[config.mk]
export PLATFORM = sky130hd
export DESIGN_NAME = mux7_display
export DESIGN_NICKNAME = d
export VERILOG_FILES = /design/src/rtl/disp_pkg.sv /design/src/rtl/seg_decoder.sv /design/src/rtl/scan_sequencer.sv /design/src/rtl/seg_output_stage.sv /design/src/rtl/mux7_display.sv
export SDC_FILE = /design/constraint.sdc
export NUM_CORES = 1
export LEC_CHECK = 0
export BUFFER_PORTS_ARGS = -buffer_cell sky130_fd_sc_hd__buf_2
export CAP_MARGIN = 15
export CORE_ASPECT_RATIO = 1.5
export CORE_MARGIN = 5
export CORE_UTILIZATION = 30
export DETAILED_ROUTE_END_ITERATION = 8
export PLACE_DENSITY_LB_ADDON = 0.08
export SETUP_SLACK_MARGIN = 0.05
export SYNTH_ARGS = -nofsm -noshare
export SYNTH_HDL_FRONTEND = slang
export SYNTH_SLANG_ARGS = --single-unit
[constraint.sdc]
create_clock -name clk -period 5.4 [get_ports clk]
set_input_delay 0.27 -clock clk [delete_from_list [all_inputs] [get_ports clk]]
set_output_delay 0.27 -clock clk [all_outputs]
set_load 0.05 [all_outputs]
[src/rtl/disp_pkg.sv]
// Package: shared types and helpers for the multiplexed display driver.
// Assumes segment patterns are held internally in the lit sense (1 = lit).
package disp_pkg;

    typedef logic [6:0] seg_t;

    localparam seg_t SEG_DARK = 7'h00;

    // Lit-sense pattern for a BCD code; codes above 9 give a dark digit.
    function automatic seg_t bcd_to_seg(input logic [3:0] code);
        seg_t p;
        case (code)
            4'd0:    p = 7'h3F;
            4'd1:    p = 7'h06;
            4'd2:    p = 7'h5B;
            4'd3:    p = 7'h4F;
            4'd4:    p = 7'h66;
            4'd5:    p = 7'h6D;
            4'd6:    p = 7'h7D;
            4'd7:    p = 7'h07;
            4'd8:    p = 7'h7F;
            4'd9:    p = 7'h6F;
            default: p = SEG_DARK;
        endcase
        return p;
    endfunction

endpackage

[src/rtl/seg_decoder.sv]
// Module: seg_decoder
// Converts one 4-bit BCD code into a lit-sense segment pattern (bit 0 = a).
// Assumes codes 10..15 mean "blank"; purely combinational.
module seg_decoder
    import disp_pkg::*;
(
    input  logic [3:0] code_i,
    output seg_t       pat_o
);

    // Table lookup through the package function.
    always_comb begin
        pat_o = bcd_to_seg(code_i);
    end

endmodule

[src/rtl/scan_sequencer.sv]
// Module: scan_sequencer
// Times the digit slots: a slot counter runs 0..SLOT_CYCLES-1 and the digit
// index advances when it wraps. It flags the segment-load cycle (count 1) and
// the display window (count >= BLANK_CYCLES).
// Assumes 2 <= BLANK_CYCLES < SLOT_CYCLES, so loading always falls in the blank.
module scan_sequencer #(
    parameter int N_DIGITS     = 4,
    parameter int SLOT_CYCLES  = 16,
    parameter int BLANK_CYCLES = 2,
    localparam int CNT_W = (SLOT_CYCLES > 2) ? $clog2(SLOT_CYCLES) : 1,
    localparam int IDX_W = (N_DIGITS > 1) ? $clog2(N_DIGITS) : 1
) (
    input  logic             clk,
    input  logic             rst_n,
    output logic [IDX_W-1:0] idx_o,
    output logic             load_stb_o,
    output logic             show_o
);

    localparam logic [CNT_W-1:0] CNT_LAST  = CNT_W'(SLOT_CYCLES - 1);
    localparam logic [CNT_W-1:0] CNT_LOAD  = CNT_W'(1);
    localparam logic [CNT_W-1:0] CNT_SHOW  = CNT_W'(BLANK_CYCLES);
    localparam logic [IDX_W-1:0] IDX_LAST  = IDX_W'(N_DIGITS - 1);

    logic [CNT_W-1:0] cnt;
    logic [IDX_W-1:0] idx;
    logic             slot_end;

    // Detect the last cycle of a slot.
    always_comb begin
        slot_end = (cnt == CNT_LAST);
    end

    // Slot cycle counter, restarting at zero every slot.
    always_ff @(posedge clk) begin
        if (!rst_n) begin
            cnt <= '0;
        end else if (slot_end) begin
            cnt <= '0;
        end else begin
            cnt <= cnt + CNT_W'(1);
        end
    end

    // Digit index, advancing in ascending order and wrapping to zero.
    always_ff @(posedge clk) begin
        if (!rst_n) begin
            idx <= '0;
        end else if (slot_end) begin
            idx <= (idx == IDX_LAST) ? '0 : idx + IDX_W'(1);
        end
    end

    // Phase flags derived from the slot counter.
    always_comb begin
        idx_o      = idx;
        load_stb_o = (cnt == CNT_LOAD);
        show_o     = (cnt >= CNT_SHOW);
    end

endmodule

[src/rtl/seg_output_stage.sv]
// Module: seg_output_stage
// Registers the shared segment bus, the decimal point and the one-hot digit
// enable in lit sense, then maps them onto the pin polarity of the display type.
// Assumes load_stb_i only pulses while show_i is low.
module seg_output_stage
    import disp_pkg::*;
#(
    parameter int N_DIGITS     = 4,
    parameter bit COMMON_ANODE = 1'b0,
    localparam int IDX_W = (N_DIGITS > 1) ? $clog2(N_DIGITS) : 1
) (
    input  logic                clk,
    input  logic                rst_n,
    input  logic                load_stb_i,
    input  logic                show_i,
    input  logic [IDX_W-1:0]    idx_i,
    input  seg_t                pat_i,
    input  logic                dp_i,
    output logic [6:0]          seg_o,
    output logic                dp_o,
    output logic [N_DIGITS-1:0] dig_en_o
);

    seg_t                seg_lit;
    logic                dp_lit;
    logic [N_DIGITS-1:0] en_lit;
    logic [N_DIGITS-1:0] en_next;

    // One-hot enable for the current digit while its window is open.
    always_comb begin
        en_next = '0;
        if (show_i) begin
            en_next = N_DIGITS'(1) << idx_i;
        end
    end

    // Segment and decimal-point register, loaded once per slot inside the blank.
    always_ff @(posedge clk) begin
        if (!rst_n) begin
            seg_lit <= SEG_DARK;
            dp_lit  <= 1'b0;
        end else if (load_stb_i) begin
            seg_lit <= pat_i;
            dp_lit  <= dp_i;
        end
    end

    // Digit-enable register.
    always_ff @(posedge clk) begin
        if (!rst_n) begin
            en_lit <= '0;
        end else begin
            en_lit <= en_next;
        end
    end

    // Pin polarity chosen by display type.
    generate
        if (COMMON_ANODE) begin : g_anode
            // Common anode: segments sink (low = lit), digit enable high.
            always_comb begin
                seg_o    = ~seg_lit;
                dp_o     = ~dp_lit;
                dig_en_o = en_lit;
            end
        end else begin : g_cathode
            // Common cathode: segments high = lit, digit enable low.
            always_comb begin
                seg_o    = seg_lit;
                dp_o     = dp_lit;
                dig_en_o = ~en_lit;
            end
        end
    endgenerate

endmodule

[src/rtl/mux7_display.sv]
// Module: mux7_display (top)
// Time-multiplexed driver for N_DIGITS seven-segment digits on a shared
// segment bus. The slot length comes from CLK_HZ and REFRESH_HZ; every slot
// opens with BLANK_CYCLES of all-off enables before the digit is shown.
// Assumes CLK_HZ is high enough that a slot exceeds the blanking interval.
module mux7_display
    import disp_pkg::*;
#(
    parameter int N_DIGITS     = 4,
    parameter int CLK_HZ       = 50_000_000,
    parameter int REFRESH_HZ   = 200,
    parameter int BLANK_CYCLES = 500,
    parameter bit COMMON_ANODE = 1'b0,
    localparam int RATE_HZ     = (REFRESH_HZ > 100) ? REFRESH_HZ : 101,
    localparam int RAW_SLOT    = CLK_HZ / (RATE_HZ * N_DIGITS),
    localparam int BLANK_EFF   = (BLANK_CYCLES < 2) ? 2 : BLANK_CYCLES,
    localparam int SLOT_CYCLES = (RAW_SLOT > BLANK_EFF) ? RAW_SLOT : BLANK_EFF + 1,
    localparam int IDX_W       = (N_DIGITS > 1) ? $clog2(N_DIGITS) : 1
) (
    input  logic                  clk,
    input  logic                  rst_n,
    input  logic [4*N_DIGITS-1:0] bcd_i,
    input  logic [N_DIGITS-1:0]   dp_mask_i,
    output logic [6:0]            seg_o,
    output logic                  dp_o,
    output logic [N_DIGITS-1:0]   dig_en_o
);

    logic [IDX_W-1:0] idx;
    logic             load_stb;
    logic             show;
    seg_t             pats [N_DIGITS];
    seg_t             pat_sel;
    logic             dp_sel;

    scan_sequencer #(
        .N_DIGITS    (N_DIGITS),
        .SLOT_CYCLES (SLOT_CYCLES),
        .BLANK_CYCLES(BLANK_EFF)
    ) u_seq (
        .clk       (clk),
        .rst_n     (rst_n),
        .idx_o     (idx),
        .load_stb_o(load_stb),
        .show_o    (show)
    );

    // One decoder per digit, each on its own nibble of the packed input.
    generate
        for (genvar k = 0; k < N_DIGITS; k++) begin : g_dec
            seg_decoder u_dec (
                .code_i(bcd_i[4*k +: 4]),
                .pat_o (pats[k])
            );
        end
    endgenerate

    // Select the pattern and decimal-point bit of the digit being served.
    always_comb begin
        pat_sel = SEG_DARK;
        dp_sel  = 1'b0;
        for (int k = 0; k < N_DIGITS; k++) begin
            if (idx == IDX_W'(k)) begin
                pat_sel = pats[k];
                dp_sel  = dp_mask_i[k];
            end
        end
    end

    seg_output_stage #(
        .N_DIGITS    (N_DIGITS),
        .COMMON_ANODE(COMMON_ANODE)
    ) u_out (
        .clk       (clk),
        .rst_n     (rst_n),
        .load_stb_i(load_stb),
        .show_i    (show),
        .idx_i     (idx),
        .pat_i     (pat_sel),
        .dp_i      (dp_sel),
        .seg_o     (seg_o),
        .dp_o      (dp_o),
        .dig_en_o  (dig_en_o)
    );

endmodule

==> out/metrics.yaml <==
outcome:
  run_status: "completed"
clock_tree:
  cts_tree: "done"
  cts_root_buf: "clkbuf_16"
  cts_setup_buffers: 0
  clock-sinks: 30
  clk_pin_slew_ns: 0.05
  clockBufferDepth: 2
  cts_buffers: 5
  cts-resized-gates: 0
  htree_num_levels: 2
  clk_latency_ns: 0.27
  cts_hold_buf: 0
synthesis:
  yosysSeqAreaShare_pct: 26.2
  ys_ff_latch: 30
  netlist_instances: 287
  synth_nets: 338
  synth_cell_type_count: 47
  syn_area_per_cell_um2: 7.98
  yosysWarnings: 0
  syn_area_um2: 2290
place:
  io_buffers: 33
  place_ws_ns: 3.31
  post-dp-hpwl_mm: 4.54
  place.gp.congestion: 0.762
finish:
  layout-drive-gt1-share_pct: 16.1
  antenna_cells: 0
  fin_nets: 367
  syn_to_final_growth_pct: 16.5
  postLayoutCoreUtil_pct: 35.5
  final_cell_mix: "nor2_1 (33), buf_2 (33), dfxtp_1 (30), ha_1 (29), inv_1 (27)"
critical_path:
  cp_max_fo: 9
  startpoint_type: "flip-flop"
  arrival_ns: 2.27
  critPathCaptureType: "flip-flop"
  path_class: "reg2reg"
  critPathRequiredTime_ns: 5.60
routing:
  vias: 1991
  postRouteAntennaNets: 0
  drt_iter0_drc: 53
  routedWlPerCell_um: 13.3
  first_pass_iters: 4
  via_per_inst: 4.75
  drt_wl_total_mm: 5.56
  drc: 0
sta:
  finalHoldViolations: 0
  fmax_ghz: 0.484
  finalSetupViolations: 0
  final-max-slew-violation-count: 0
  skew_ns: 0.00570
  maxSlewHeadroom_pct: 51.2
  period_needed_ns: 2.07
  rsz0062_at_grt: "false"
  fin_ws_ns: 3.33
  setup_tns_ns: 0
  fin_crit_sh_pct: 38.3
  worst_slew_pin_slew_ns: 0.729
flow_run:
  cap_violations: 0
global_routing:
  grt_use_total_pct: 12.6
  grt_max_degree: 17
  grt_pass1_vias: 2024
  grt_antenna_before_repair: 0
  grt_overflow: 0
  grt_pass1_wl_mm: 9.28
floorplan:
  coreArea_um2: 7510
  die_x_um: 81.3
  io_pins: 34
  initial_core_util_pct: 30.5
  die_area_um2: 9520
  die_height_um: 117
  row_count: 39
power_and_ir_drop:
  power.density_nw_per_um2: 244
  ir_worst_vdd_mv: 0.116
  leakage_nw: 1.12
worst_hold_path:
  hp-class: "in2reg"
[where the power goes]
| part | leakage (nW) | total [W] | switching, W | internal, W |
|---|---|---|---|---|
| clock network | 0.0781 | 0.000309 | 0.0000916 | 0.000217 |
| registers | 0.243 | 0.000236 | 0.00000599 | 0.000230 |
| logic | 0.793 | 0.000108 | 0.0000694 | 0.0000382 |
| total | 1.12 | 0.000652 | 0.000167 | 0.000485 |
[state kept, by name (all words and copies together), names as in the netlist]
signal,cells
u_out.dp_o,1
u_out.en_lit,4
u_out.seg_o,7
u_seq.cnt,16
u_seq.idx_o,2
[worst paths after layout]
check	startpoint	to	slack [ns]	depth (start not counted)
min reg2reg	u_out.seg_o[5]	u_out.seg_o[5]	0.48	2
max	u_seq.idx_o[1]	u_out.seg_o[0]	3.33	7
max reg2reg	u_seq.idx_o[1]	u_out.seg_o[0]	3.33	7
min	dp_mask_i[3]	u_out.dp_o	0.27	3
[layout make-up]
class | instances | area (um^2)
tap | 102 | 128
fill | 845 | 4850
timing repair buffer | 33 | 165
sequential | 30 | 601
multi-input combinational | 219 | 1510
clock buffer | 7 | 133
clock inverter | 1 | 30.0
inverter | 27 | 101
[worst max-delay path, cell delays in order, from the launching register on]
cell and delay (ns):
dfxtp_1 0.42, inv_1 0.12, ha_1 0.30, nor2b_1 0.29, and2_1 0.27, a21oi_1 0.10
a221o_1 0.34, a31oi_1 0.15
[layer usage]
layer	part of all wire (%)	track usage (%)
met1	39	12.7
met2	55	24.5
met3	2.6	1.76
met4	2.9	6.09
met5	0	0
[cell families after synthesis]
kind of cell,after synthesis,synth area share [%]
mux,4,1.75
flops,30,26.2
fa+ha+maj,29,15.8
simple gates,99,22.6
buf+inv,38,7.81
compound gates,72,20.1
xor+xnor,15,5.74
[cells in the mapped netlist (all sizes together)]
cell type | number | area (um^2)
a221o | 5 | 50.1
xor2 | 8 | 70.1
and3 | 3 | 21.3
nand2b | 16 | 100
nor4 | 3 | 25.0
xnor2 | 7 | 61.3
a31oi | 5 | 31.3
and2 | 1 | 6.26
o221ai | 1 | 8.76
mux2i | 4 | 40.0
o22ai | 7 | 43.8
o311ai | 1 | 8.76
nand3 | 7 | 40.0
clkbuf | 6 | 22.5
a31o | 2 | 17.5
nor3 | 6 | 35.0
nor4b | 1 | 23.8
o21ai | 24 | 124
a2111oi | 1 | 8.76
inv | 27 | 101
nor2b | 6 | 37.5
a211o | 2 | 17.5
o211ai | 2 | 15.0
a21o | 2 | 15.0
or3 | 1 | 6.26
nor2 | 33 | 124
a21oi | 17 | 85.1
ha | 29 | 363
dfxtp | 30 | 601
buf | 5 | 55.1
o32ai | 1 | 16.3
o31ai | 1 | 7.51
nand2 | 17 | 66.3
or2 | 2 | 12.5
nand4 | 3 | 18.8
o211a | 1 | 10.0
[metrics by stage]
stage               area (um^2)  std cells  hold WS, ns  power (W)
global placement           2500        411        0.479   0.000350
floorplan                  2290        287        0.432   0.000319
CTS                        2670        419        0.268   0.000662
global route               2670        419        0.287   0.000683
finish                     2670        419        0.274   0.000652
detailed placement         2500        411        0.482   0.000349
(Power assumes the default switching activity.)
